<file path="config.mk">
export PLATFORM = sky130hd
export DESIGN_NAME = spec_tag_tracker
export DESIGN_NICKNAME = d
export VERILOG_FILES = /design/src/rtl/spec_tag_pkg.sv /design/src/rtl/spec_rank_cmp.sv /design/src/rtl/spec_line_state.sv /design/src/rtl/spec_viol_ctrl.sv /design/src/rtl/spec_tag_tracker.sv
export SDC_FILE = /design/constraint.sdc
export NUM_CORES = 1
export LEC_CHECK = 0
export ABC_CLOCK_PERIOD_IN_PS = 1720
export BUFFER_PORTS_ARGS = -buffer_cell sky130_fd_sc_hd__buf_2
export CORE_UTILIZATION = 40
export CTS_CLUSTER_SIZE = 30
export DETAILED_ROUTE_END_ITERATION = 10
export MAX_ROUTING_LAYER = met4
export PLACE_DENSITY_LB_ADDON = 0.05
export SYNTH_ARGS = -nofsm -noshare
export SYNTH_HDL_FRONTEND = slang
export SYNTH_SLANG_ARGS = --single-unit
</file>
<file path="constraint.sdc">
create_clock -name clk -period 1.72 [get_ports clk]
set_input_delay 0.086 -clock clk [delete_from_list [all_inputs] [get_ports clk]]
set_output_delay 0.086 -clock clk [all_outputs]
set_load 0.02 [all_outputs]
</file>
<file path="src/rtl/spec_tag_pkg.sv">
package spec_tag_pkg;
  // How a snooped store relates to the local thread
  typedef enum logic [1:0] {
    SNP_NONE    = 2'd0,
    SNP_OLDER   = 2'd1,
    SNP_YOUNGER = 2'd2
  } snp_class_e;
endpackage

</file>
<file path="src/rtl/spec_rank_cmp.sv">
module spec_rank_cmp
  import spec_tag_pkg::*;
#(
  parameter int NUM_CORES = 4,
  parameter int RANK_W    = 2,
  localparam int CORE_W   = $clog2(NUM_CORES)
) (
  input  logic [NUM_CORES*RANK_W-1:0] ranks_i,
  input  logic [CORE_W-1:0]           local_core_i,
  input  logic                        snp_valid_i,
  input  logic [CORE_W-1:0]           snp_core_i,
  output snp_class_e                  snp_class_o
);
  logic [RANK_W-1:0] local_rank;
  logic [RANK_W-1:0] src_rank;

  always_comb begin
    local_rank  = ranks_i[int'(local_core_i)*RANK_W +: RANK_W];
    src_rank    = ranks_i[int'(snp_core_i)*RANK_W +: RANK_W];
    snp_class_o = SNP_NONE;
    if (snp_valid_i && (snp_core_i != local_core_i)) begin
      if (src_rank < local_rank)      snp_class_o = SNP_OLDER;
      else if (src_rank > local_rank) snp_class_o = SNP_YOUNGER;
    end
  end
endmodule

</file>
<file path="src/rtl/spec_line_state.sv">
module spec_line_state
  import spec_tag_pkg::*;
#(
  parameter int WORDS   = 4,
  localparam int WORD_W = $clog2(WORDS)
) (
  input  logic              clk,
  input  logic              rst_n,
  input  logic              fill_i,
  input  logic              acc_sel_i,
  input  logic              acc_write_i,
  input  logic [WORD_W-1:0] acc_word_i,
  input  logic              snp_sel_i,
  input  snp_class_e        snp_class_i,
  input  logic [WORD_W-1:0] snp_word_i,
  input  logic              restart_i,
  input  logic              commit_i,
  output logic              valid_o,
  output logic              mod_o,
  output logic              pinv_o,
  output logic [WORDS-1:0]  rd_o,
  output logic [WORDS-1:0]  wr_o,
  output logic              viol_hit_o
);
  logic             valid_q, mod_q, pinv_q;
  logic [WORDS-1:0] rd_q, wr_q;
  logic             acc_live, snp_live;

  assign acc_live = acc_sel_i && valid_q;
  assign snp_live = snp_sel_i && valid_q;

  always_ff @(posedge clk or negedge rst_n) begin
    if (!rst_n) begin
      valid_q <= 1'b0;
      mod_q   <= 1'b0;
      pinv_q  <= 1'b0;
      rd_q    <= '0;
      wr_q    <= '0;
    end else if (restart_i) begin
      valid_q <= valid_q && !mod_q;
      mod_q   <= 1'b0;
      pinv_q  <= 1'b0;
      rd_q    <= '0;
      wr_q    <= '0;
    end else if (commit_i) begin
      valid_q <= valid_q && !pinv_q;
      mod_q   <= 1'b0;
      pinv_q  <= 1'b0;
      rd_q    <= '0;
      wr_q    <= '0;
    end else if (fill_i) begin
      valid_q <= 1'b1;
      mod_q   <= 1'b0;
      pinv_q  <= 1'b0;
      rd_q    <= '0;
      wr_q    <= '0;
    end else begin
      if (acc_live) begin
        if (acc_write_i) begin
          wr_q[acc_word_i] <= 1'b1;
          mod_q            <= 1'b1;
        end else if (!wr_q[acc_word_i]) begin
          rd_q[acc_word_i] <= 1'b1;
        end
      end
      if (snp_live) begin
        if (snp_class_i == SNP_OLDER)   mod_q  <= 1'b1;
        if (snp_class_i == SNP_YOUNGER) pinv_q <= 1'b1;
      end
    end
  end

  assign viol_hit_o = snp_live && (snp_class_i == SNP_OLDER) &&
                      rd_q[snp_word_i] && !wr_q[snp_word_i];

  assign valid_o = valid_q;
  assign mod_o   = mod_q;
  assign pinv_o  = pinv_q;
  assign rd_o    = rd_q;
  assign wr_o    = wr_q;
endmodule

</file>
<file path="src/rtl/spec_viol_ctrl.sv">
module spec_viol_ctrl (
  input  logic clk,
  input  logic rst_n,
  input  logic hit_i,
  input  logic restart_i,
  output logic viol_o
);
  logic pending_q, viol_q;

  always_ff @(posedge clk or negedge rst_n) begin
    if (!rst_n) begin
      pending_q <= 1'b0;
      viol_q    <= 1'b0;
    end else if (restart_i) begin
      pending_q <= 1'b0;
      viol_q    <= 1'b0;
    end else begin
      viol_q    <= hit_i && !pending_q;
      pending_q <= pending_q || hit_i;
    end
  end

  assign viol_o = viol_q;
endmodule

</file>
<file path="src/rtl/spec_tag_tracker.sv">
module spec_tag_tracker
  import spec_tag_pkg::*;
#(
  parameter int LINES     = 8,
  parameter int WORDS     = 4,
  parameter int NUM_CORES = 4,
  parameter int RANK_W    = 2,
  localparam int LINE_W   = $clog2(LINES),
  localparam int WORD_W   = $clog2(WORDS),
  localparam int CORE_W   = $clog2(NUM_CORES),
  localparam int BITS     = LINES*WORDS
) (
  input  logic                        clk,
  input  logic                        rst_n,
  input  logic [CORE_W-1:0]           local_core_i,
  input  logic [NUM_CORES*RANK_W-1:0] ranks_i,
  input  logic                        fill_valid_i,
  input  logic [LINE_W-1:0]           fill_line_i,
  input  logic                        acc_valid_i,
  input  logic                        acc_write_i,
  input  logic [LINE_W-1:0]           acc_line_i,
  input  logic [WORD_W-1:0]           acc_word_i,
  input  logic                        snp_valid_i,
  input  logic [CORE_W-1:0]           snp_core_i,
  input  logic [LINE_W-1:0]           snp_line_i,
  input  logic [WORD_W-1:0]           snp_word_i,
  input  logic                        restart_i,
  input  logic                        commit_i,
  output logic                        viol_o,
  output logic [LINES-1:0]            line_valid_o,
  output logic [LINES-1:0]            line_mod_o,
  output logic [LINES-1:0]            line_pinv_o,
  output logic [BITS-1:0]             word_rd_o,
  output logic [BITS-1:0]             word_wr_o
);
  snp_class_e       snp_class;
  logic [LINES-1:0] hit_vec;

  spec_rank_cmp #(.NUM_CORES(NUM_CORES), .RANK_W(RANK_W)) u_rank (
    .ranks_i      (ranks_i),
    .local_core_i (local_core_i),
    .snp_valid_i  (snp_valid_i),
    .snp_core_i   (snp_core_i),
    .snp_class_o  (snp_class)
  );

  for (genvar g = 0; g < LINES; g++) begin : g_line
    logic fill_sel, acc_sel, snp_sel;
    assign fill_sel = fill_valid_i && (fill_line_i == LINE_W'(g));
    assign acc_sel  = acc_valid_i  && (acc_line_i  == LINE_W'(g));
    assign snp_sel  = (snp_class != SNP_NONE) && (snp_line_i == LINE_W'(g));

    spec_line_state #(.WORDS(WORDS)) u_line (
      .clk         (clk),
      .rst_n       (rst_n),
      .fill_i      (fill_sel),
      .acc_sel_i   (acc_sel),
      .acc_write_i (acc_write_i),
      .acc_word_i  (acc_word_i),
      .snp_sel_i   (snp_sel),
      .snp_class_i (snp_class),
      .snp_word_i  (snp_word_i),
      .restart_i   (restart_i),
      .commit_i    (commit_i),
      .valid_o     (line_valid_o[g]),
      .mod_o       (line_mod_o[g]),
      .pinv_o      (line_pinv_o[g]),
      .rd_o        (word_rd_o[g*WORDS +: WORDS]),
      .wr_o        (word_wr_o[g*WORDS +: WORDS]),
      .viol_hit_o  (hit_vec[g])
    );
  end

  spec_viol_ctrl u_viol (
    .clk       (clk),
    .rst_n     (rst_n),
    .hit_i     (|hit_vec),
    .restart_i (restart_i),
    .viol_o    (viol_o)
  );
endmodule

</file>
==> summary.log, run 1 <==
[finish] final instance area 0.00612 mm2
[floorplanning] standard-cell row count 38
[route] Final ANT Viol Nets 0
[critical_path] worst endpoint data arrival time 1.99 ns
[cts] number of buffers on the longest clock path 2
[placement] final estimated routing congestion in global placement 0.857
[route] final wirelength 15000 um
[timing] post-route fraction of the period consumed by the critical path 99.8%
[floorplanning] Chip Width 109 um
[global_route] GRT Total Usage 27.6%
[timing] Max Clock Skew 0.00829 ns
[critical_path] endpoint of the worst register-to-register path u_viol.pending_q$_DFF_PN0_
[critical_path] crit path launch type primary input
[route] via density per instance 5.40
[global_route] antenna violations before repair 0
[outcome] status completed
[logic_synthesis] Synthesis Warnings 0
[critical_path] slowest library cell on the worst path sky130_fd_sc_hd__mux4_2
[power_and_ir_drop] total power after layout 5.12 mW
[timing] Achievable Freq 583 MHz
[route] average routed wire per standard cell 18.7 um
[critical_path] Reg-to-Reg Start g_line[2].u_line.rd_o[1]$_DFFE_PN0P_
[placement] placed instance count 782
[critical_path] required time of the critical path 1.99 ns
[hold_path] hold path cells 2
[power_and_ir_drop] Peak VDD IR 0.532 mV
[logic_synthesis] Synth top area share 49.0%
[timing] aggregate negative setup slack 0 ns
[finish] Final Net Count 691
[finish] Inserted Diodes 0
[floorplanning] vertical die dimension 109 um
[timing] endpoints failing setup 0
[critical_path] Worst Path Class, Setup in2reg
[finish] fraction of final layout cells sized beyond drive strength 1 36.2%
[critical_path] series of cell instances along the critical path buf_8 -> mux4_2 -> inv_2 -> ha_4 -> nor2b_4 -> a2111oi_4 -> buf_6 -> nand2_2 -> o22ai_2 -> nor4_2 -> nor3_1
[timing] time the worst path needs with I/O delays and setup 1.72 ns
[global_route] wire length of the first global-routing pass 23100 um
[power_and_ir_drop] pwr dens 836 mW/mm2
[timing] max-slew violation count 0
[hold_path] type of the most critical hold path in2reg
[cts] Clk Latency, worst-skew pair 0.35 ns
[logic_synthesis] total nets after synthesis 537
[finish] Final Core Density 55.5%
[logic_synthesis] Mapped Cells 502
[logic_synthesis] #FFs+latches synth 90
[job] number of maximum-capacitance constraint violations 0
[critical_path] peak per-stage delay on the critical path 0.50 ns
[logic_synthesis] predominant post-synthesis flop cell sky130_fd_sc_hd__dfrtp_1
[floorplanning] die outline area 0.0119 mm2
[finish] Layout Area Growth over Synthesis 33.3%
[logic_synthesis] leading area contributor after synthesis sky130_fd_sc_hd__dfrtp_1
[cts] CTS sink cnt 90
[logic_synthesis] synthesized area divided by synthesized cell count 9.15 um2
[cts] H-tree level count 3
[placement] placed standard-cell area 0.00564 mm2
[route] drt pass-1 iters 4
[placement] PortBufs 121
[critical_path] worst r2r path cells 5
[route] drc violations 0
[floorplanning] number of I/O pins 122
[floorplanning] starting density of the core 41.6%
[logic_synthesis] number of unique standard cell types used by synthesis 38
[route] via count of the routed design 4324
[critical_path] buffers plus inverters on the worst setup path 3
[floorplanning] Core Region 0.0110 mm2
[hold_path] worst hold start restart_i
[global_route] number of global-route vias before repair 4078
[timing] setup repair after global routing missed its margin yes
[logic_synthesis] number of enable-type register cells in the synthesized netlist 0
[timing] Worst-Margin Slew 0.874 ns
[cts] number of buffers inserted during clock tree synthesis 9
[critical_path] Top delay family on crit path multiplexers
[hold_path] end point of the worst hold path u_viol.pending_q$_DFF_PN0_
[finish] number of fill cells 1045
[logic_synthesis] Post-synth ARST share 100%
[finish] final non-filler cell total 801
[cts] clk root buf sky130_fd_sc_hd__clkbuf_16
[timing] number of failing hold endpoints at the final stage 0
[global_route] largest net degree at the start of global routing 43
[logic_synthesis] Post-Synthesis Cell Area 0.00459 mm2
[logic_synthesis] sequential-to-total area share from yosys stat 49.0%
[critical_path] top fanout value on the critical path 8
[global_route] total gr overflow 0
[cts] post-CTS clock slew at the launch and capture registers of the worst setup and hold paths 0.07 ns
[logic_synthesis] cell types occupying the most area after synthesis sky130_fd_sc_hd__dfrtp_1 (49%), sky130_fd_sc_hd__nor2_1 (13%), sky130_fd_sc_hd__a21oi_1 (5.9%)
[critical_path] worst-case register-to-register setup slack 0.03 ns
[power_and_ir_drop] leakage power total 2.94 nW
[timing] headroom to the max-slew limit 41.3%
[route] violation count after the first detailed-routing iteration 282
[placement] placed wire-length estimate 11100 um
[critical_path] crit path capture type flop
[cts] CTS tree yes
cells in the final DEF (no fill, tap or decap), types with 3 or more instances in the layout:
master / count
sky130_fd_sc_hd__nor2_1: 155
sky130_fd_sc_hd__buf_2: 118
sky130_fd_sc_hd__dfrtp_1: 90
sky130_fd_sc_hd__buf_4: 57
sky130_fd_sc_hd__a21oi_1: 53
sky130_fd_sc_hd__nand2_1: 22
sky130_fd_sc_hd__nor2b_1: 22
sky130_fd_sc_hd__inv_1: 13
sky130_fd_sc_hd__mux4_2: 11
sky130_fd_sc_hd__nand2b_1: 11
sky130_fd_sc_hd__a221oi_1: 11
sky130_fd_sc_hd__clkbuf_16: 9
sky130_fd_sc_hd__o32ai_1: 8
sky130_fd_sc_hd__a221oi_2: 5
sky130_fd_sc_hd__or3_4: 5
sky130_fd_sc_hd__nand2_2: 4
sky130_fd_sc_hd__nand3_1: 4
sky130_fd_sc_hd__o22ai_2: 4
sky130_fd_sc_hd__a31oi_1: 4
sky130_fd_sc_hd__buf_12: 4
sky130_fd_sc_hd__o21ai_1: 3
sky130_fd_sc_hd__nor3_1: 3
sky130_fd_sc_hd__and4b_1: 3
sky130_fd_sc_hd__or3_1: 3
cell type report:
class                           instances  area (um2)  area share [%]
Tap cell                              140         175            2.86
Timing Repair Buffer                  183        1150            18.8
Sequential cell                        90        2250            36.8
Clock buffer                           11         243            3.96
Inverter                               15        56.3           0.919
Multi-Input combinational cell        357        2170            35.4
Clock inverter                          5        77.6            1.27
per-stage QoR:
step / hold slack [ns] / setup slack [ns]
6_report: 0.0910 / 0.00366
3_5_place_dp: 0.0266 / -0.500
4_1_cts: 0.0829 / -0.0749
5_1_grt: 0.116 / -0.0636
3_3_place_gp: 0.0213 / -0.459
2_1_floorplan: -0.210 / -0.152
cells in the mapped netlist (2+ instances only):
master,number
sky130_fd_sc_hd__nor2_1,157
sky130_fd_sc_hd__dfrtp_1,90
sky130_fd_sc_hd__a21oi_1,54
sky130_fd_sc_hd__nand2_1,27
sky130_fd_sc_hd__buf_4,25
sky130_fd_sc_hd__nor2b_1,23
sky130_fd_sc_hd__a221oi_1,16
sky130_fd_sc_hd__inv_1,15
sky130_fd_sc_hd__clkbuf_1,12
sky130_fd_sc_hd__nand2b_1,11
sky130_fd_sc_hd__mux4_2,9
sky130_fd_sc_hd__o32ai_1,8
sky130_fd_sc_hd__or3_1,8
sky130_fd_sc_hd__a31oi_1,4
sky130_fd_sc_hd__nand3_1,4
sky130_fd_sc_hd__o22ai_1,4
sky130_fd_sc_hd__and4b_1,3
sky130_fd_sc_hd__mux4_1,3
sky130_fd_sc_hd__nor3_1,3
sky130_fd_sc_hd__o21ai_1,3
sky130_fd_sc_hd__clkbuf_2,2
sky130_fd_sc_hd__ha_1,2
sky130_fd_sc_hd__nand3b_1,2
sky130_fd_sc_hd__nor4bb_1,2
sky130_fd_sc_hd__xnor2_1,2
state kept, by name (all words and copies together), names as in the netlist:
| signal | cells |
|---|---|
| g_line.u_line.rd_o | 32 |
| g_line.u_line.mod_o | 8 |
| u_viol.pending_q | 1 |
| g_line.u_line.wr_o | 32 |
| u_viol.viol_o | 1 |
| g_line.u_line.valid_o | 8 |
| g_line.u_line.pinv_o | 8 |
repair_timing:
item | CTS | global route
setup endpoints to repair | 2 | 20
gates cloned | 0 | 0
buffers inserted | 0 | 3
hold buffers | 1 | 0
hold endpoints to repair | 22 | 0
pin swaps | 6 | 11
gates resized for setup | 16 | 17
report_power, final:
| group | leakage (nW) | internal [mW] | switching [mW] |
|---|---|---|---|
| logic | 1.54 | 0.277 | 0.456 |
| registers | 1.24 | 2.17 | 0.0700 |
| clock network | 0.156 | 1.31 | 0.834 |
how the worst max path moves through the flow:
stage,start,end,slack (ns),cells past startpoint
2_1_floorplan,local_core_i[0],u_viol.viol_o$_DFF_PN0_,-0.15,9
3_3_place_gp,snp_core_i[0],u_viol.viol_o$_DFF_PN0_,-0.46,12
3_5_place_dp,snp_core_i[0],u_viol.viol_o$_DFF_PN0_,-0.50,12
4_1_cts,local_core_i[0],u_viol.pending_q$_DFF_PN0_,-0.07,11
5_1_grt,local_core_i[0],u_viol.pending_q$_DFF_PN0_,-0.06,11
6_report,local_core_i[0],u_viol.viol_o$_DFF_PN0_,0.004,11
layer usage:
metal / track usage (%) / wire length, um / up-vias
li1: - / - / 2020
met1: 38.6 / 7000 / 2134
met2: 40.9 / 6900 / 157
met3: 4.36 / 897 / 13
met4: 8.88 / 196 / 0
met5: - / 0 / -
logic make-up (layout without fill, tap and decap cells):
logic type	after synthesis	count (layout)	share of synthesized area, %
xor+xnor	2	2	0.381
flops	90	90	49.0
simple gates	249	249	24.4
buf+inv	55	214	6.76
mux	12	12	6.13
compound gates	92	92	12.8
fa+ha+maj	2	2	0.545
(Power assumes the default switching activity.)
==> run 2: changes to the inputs <==
- PLACE_DENSITY: unset -> 0.67
- PLACE_DENSITY_LB_ADDON: 0.05 -> unset
==> run 2 against run 1 <==
Effect of this change: cell count down 0.87%; largest power group unchanged; clock skew up 0.0022 ns; critical path type unchanged; the run now ends with setup timing left; global-route usage down 1.1 points; total power down 1.7%; critical endpoint unchanged; wire length down 1.5%; highest routed layer unchanged; sequential share of layout area up 0.32 points; die area unchanged; fmax down 1.9%; flip-flop and latch count unchanged; count of clock-buffer cells in the layout up 3; combinational power up 3%.
==> summary.log, run 2 (synthesized netlist as in run 1, its figures left out) <==
[route] average routed wire per standard cell 18.6 um
[critical_path] required time of the critical path 1.98 ns
[critical_path] Reg-to-Reg Start g_line[1].u_line.rd_o[1]$_DFFE_PN0P_
[timing] post-route fraction of the period consumed by the critical path 102%
[floorplanning] vertical die dimension 109 um
[floorplanning] Chip Width 109 um
[cts] post-CTS clock slew at the launch and capture registers of the worst setup and hold paths 0.07 ns
[floorplanning] Core Region 0.0110 mm2
[route] drc violations 0
[timing] minimum setup slack in the final design -0.0289 ns
[finish] number of fill cells 1013
[cts] Clk Latency, worst-skew pair 0.35 ns
[finish] Layout Area Growth over Synthesis 32.2%
[route] Final ANT Viol Nets 0
[route] final wirelength 14800 um
[critical_path] worst endpoint data arrival time 2.01 ns
[global_route] GRT Total Usage 26.5%
[job] number of maximum-capacitance constraint violations 0
[finish] Sequential Area 0.00225 mm2
[finish] fraction of final layout cells sized beyond drive strength 1 35.3%
[critical_path] Critical Path Start snp_core_i[0]
[route] violation count after the first detailed-routing iteration 387
[finish] Inserted Diodes 0
[outcome] status finished, violations left
[placement] PortBufs 121
[global_route] antenna violations before repair 0
[floorplanning] die outline area 0.0119 mm2
[timing] max-slew violation count 0
[global_route] number of global-route vias before repair 4213
[critical_path] top fanout value on the critical path 8
[finish] most frequent cells in the layout sky130_fd_sc_hd__nor2_1 (151), sky130_fd_sc_hd__buf_2 (118), sky130_fd_sc_hd__dfrtp_1 (90)
[cts] H-tree level count 3
[timing] time the worst path needs with I/O delays and setup 1.75 ns
[route] via count of the routed design 4376
[floorplanning] number of I/O pins 122
[global_route] largest net degree at the start of global routing 45
[placement] placed standard-cell area 0.00560 mm2
[timing] number of failing hold endpoints at the final stage 0
[cts] number of buffers on the longest clock path 2
[global_route] total gr overflow 0
[hold_path] worst hold start restart_i
[global_route] wire length of the first global-routing pass 22400 um
[floorplanning] starting density of the core 41.6%
[critical_path] crit path capture type flop
[placement] placed wire-length estimate 11000 um
[route] drt pass-1 iters 5
[timing] headroom to the max-slew limit 55.8%
[finish] multi-input logic area 0.00219 mm2
[timing] setup repair after global routing missed its margin yes
[cts] CTS tree yes
[cts] number of buffers inserted during clock tree synthesis 9
[floorplanning] standard-cell row count 38
[finish] most common cell after layout, fill and taps aside sky130_fd_sc_hd__nor2_1
[critical_path] crit path launch type primary input
[finish] final instance area 0.00607 mm2
[power_and_ir_drop] total power after layout 5.03 mW
[critical_path] Worst Path Class, Setup in2reg
[finish] Final Net Count 684
[timing] Worst-Margin Slew 0.653 ns
[power_and_ir_drop] Peak VDD IR 0.493 mV
[timing] Max Clock Skew 0.0105 ns
[route] via density per instance 5.51
[hold_path] type of the most critical hold path in2reg
[finish] Final Core Density 55.0%
[cts] CTS sink cnt 90
[outcome] failing checks setup timing
[timing] endpoints failing setup 1
[power_and_ir_drop] pwr dens 829 mW/mm2
[timing] Achievable Freq 572 MHz
[placement] final estimated routing congestion in global placement 0.878
[power_and_ir_drop] leakage power total 2.91 nW
[cts] clk root buf sky130_fd_sc_hd__clkbuf_16
[run 2: cell count changes in the layout (fill, tap and decap cells not counted), sizes merged]
| cell | previous run | this run |
|---|---|---|
| bufinv | 2 | 1 |
| buf | 182 | 175 |
| clkbuf | 11 | 14 |
| clkinv | 2 | 1 |
| clkinvlp | 1 | 0 |
[run 2: per-stage QoR]
step	setup TNS [ns]	setup WS, ns	hold WS [ns]	std cells
finish	-0.0289	-0.0289	0.0901	794
global route	-0.285	-0.125	0.112	794
CTS	-0.207	-0.110	0.0754	794
detailed placement	-5.22	-0.566	0.138	777
global placement	-3.83	-0.455	0.129	777
floorplan	-0.259	-0.152	-0.210	502
[run 2: path summary, 6_finish.rpt]
check / depth (start not counted) / end / slack (ns)
worst max-delay path: 10 / u_viol.viol_o$_DFF_PN0_ / -0.03
worst min-delay path: 2 / u_viol.pending_q$_DFF_PN0_ / 0.09
worst max register to register: 6 / u_viol.pending_q$_DFF_PN0_ / 0.01
worst min register to register: 1 / u_viol.viol_o$_DFF_PN0_ / 0.44
max in group asynchronous: 3 / g_line[0].u_line.rd_o[0]$_DFFE_PN0P_ / 0.87
min in group asynchronous: 2 / g_line[1].u_line.rd_o[3]$_DFFE_PN0P_ / 0.30
[run 2: worst max-delay path: stages]
cell and delay (ns):
sky130_fd_sc_hd__buf_8 0.08, sky130_fd_sc_hd__mux4_2 0.52, sky130_fd_sc_hd__ha_4 0.26, sky130_fd_sc_hd__nor2b_4 0.13, sky130_fd_sc_hd__a2111oi_4 0.19, sky130_fd_sc_hd__buf_6 0.21, sky130_fd_sc_hd__nand2_4 0.06, sky130_fd_sc_hd__o22ai_2 0.22
sky130_fd_sc_hd__nor4_4 0.07, sky130_fd_sc_hd__nor3_1 0.17
[run 2: routing by layer]
metal | vias up | routed length (um) | track usage [%]
li1 | 1994 | - | -
met1 | 2133 | 6190 | 33.9
met2 | 230 | 6930 | 40.8
met3 | 19 | 1430 | 7.47
met4 | 0 | 212 | 7.82
met5 | - | 0 | -
[run 2: cell type report]
type | count | area share (%)
flip-flops and latches | 90 | 37.1
multi-input cells | 357 | 36.1
repair buffers | 176 | 18.1
clock buffers | 14 | 4.35
well taps | 140 | 2.89
inverters | 15 | 0.927
clock inverters | 2 | 0.577
[run 2: repair_timing]
action | CTS | global route
resized for setup | 6 | 34
endpoints found under the hold margin | 42 | 0
setup buffers | 2 | 0
pin swaps | 3 | 8
hold buffers | 1 | 0
gates cloned | 0 | 0
endpoints found under the setup margin | 2 | 22
[run 2: power by group]
group / leakage, nW / switching, mW / internal [mW]
Combinational: 1.52 / 0.465 / 0.287
Clock: 0.147 / 0.828 / 1.21
Sequential: 1.24 / 0.0727 / 2.17
Total: 2.91 / 1.37 / 3.67
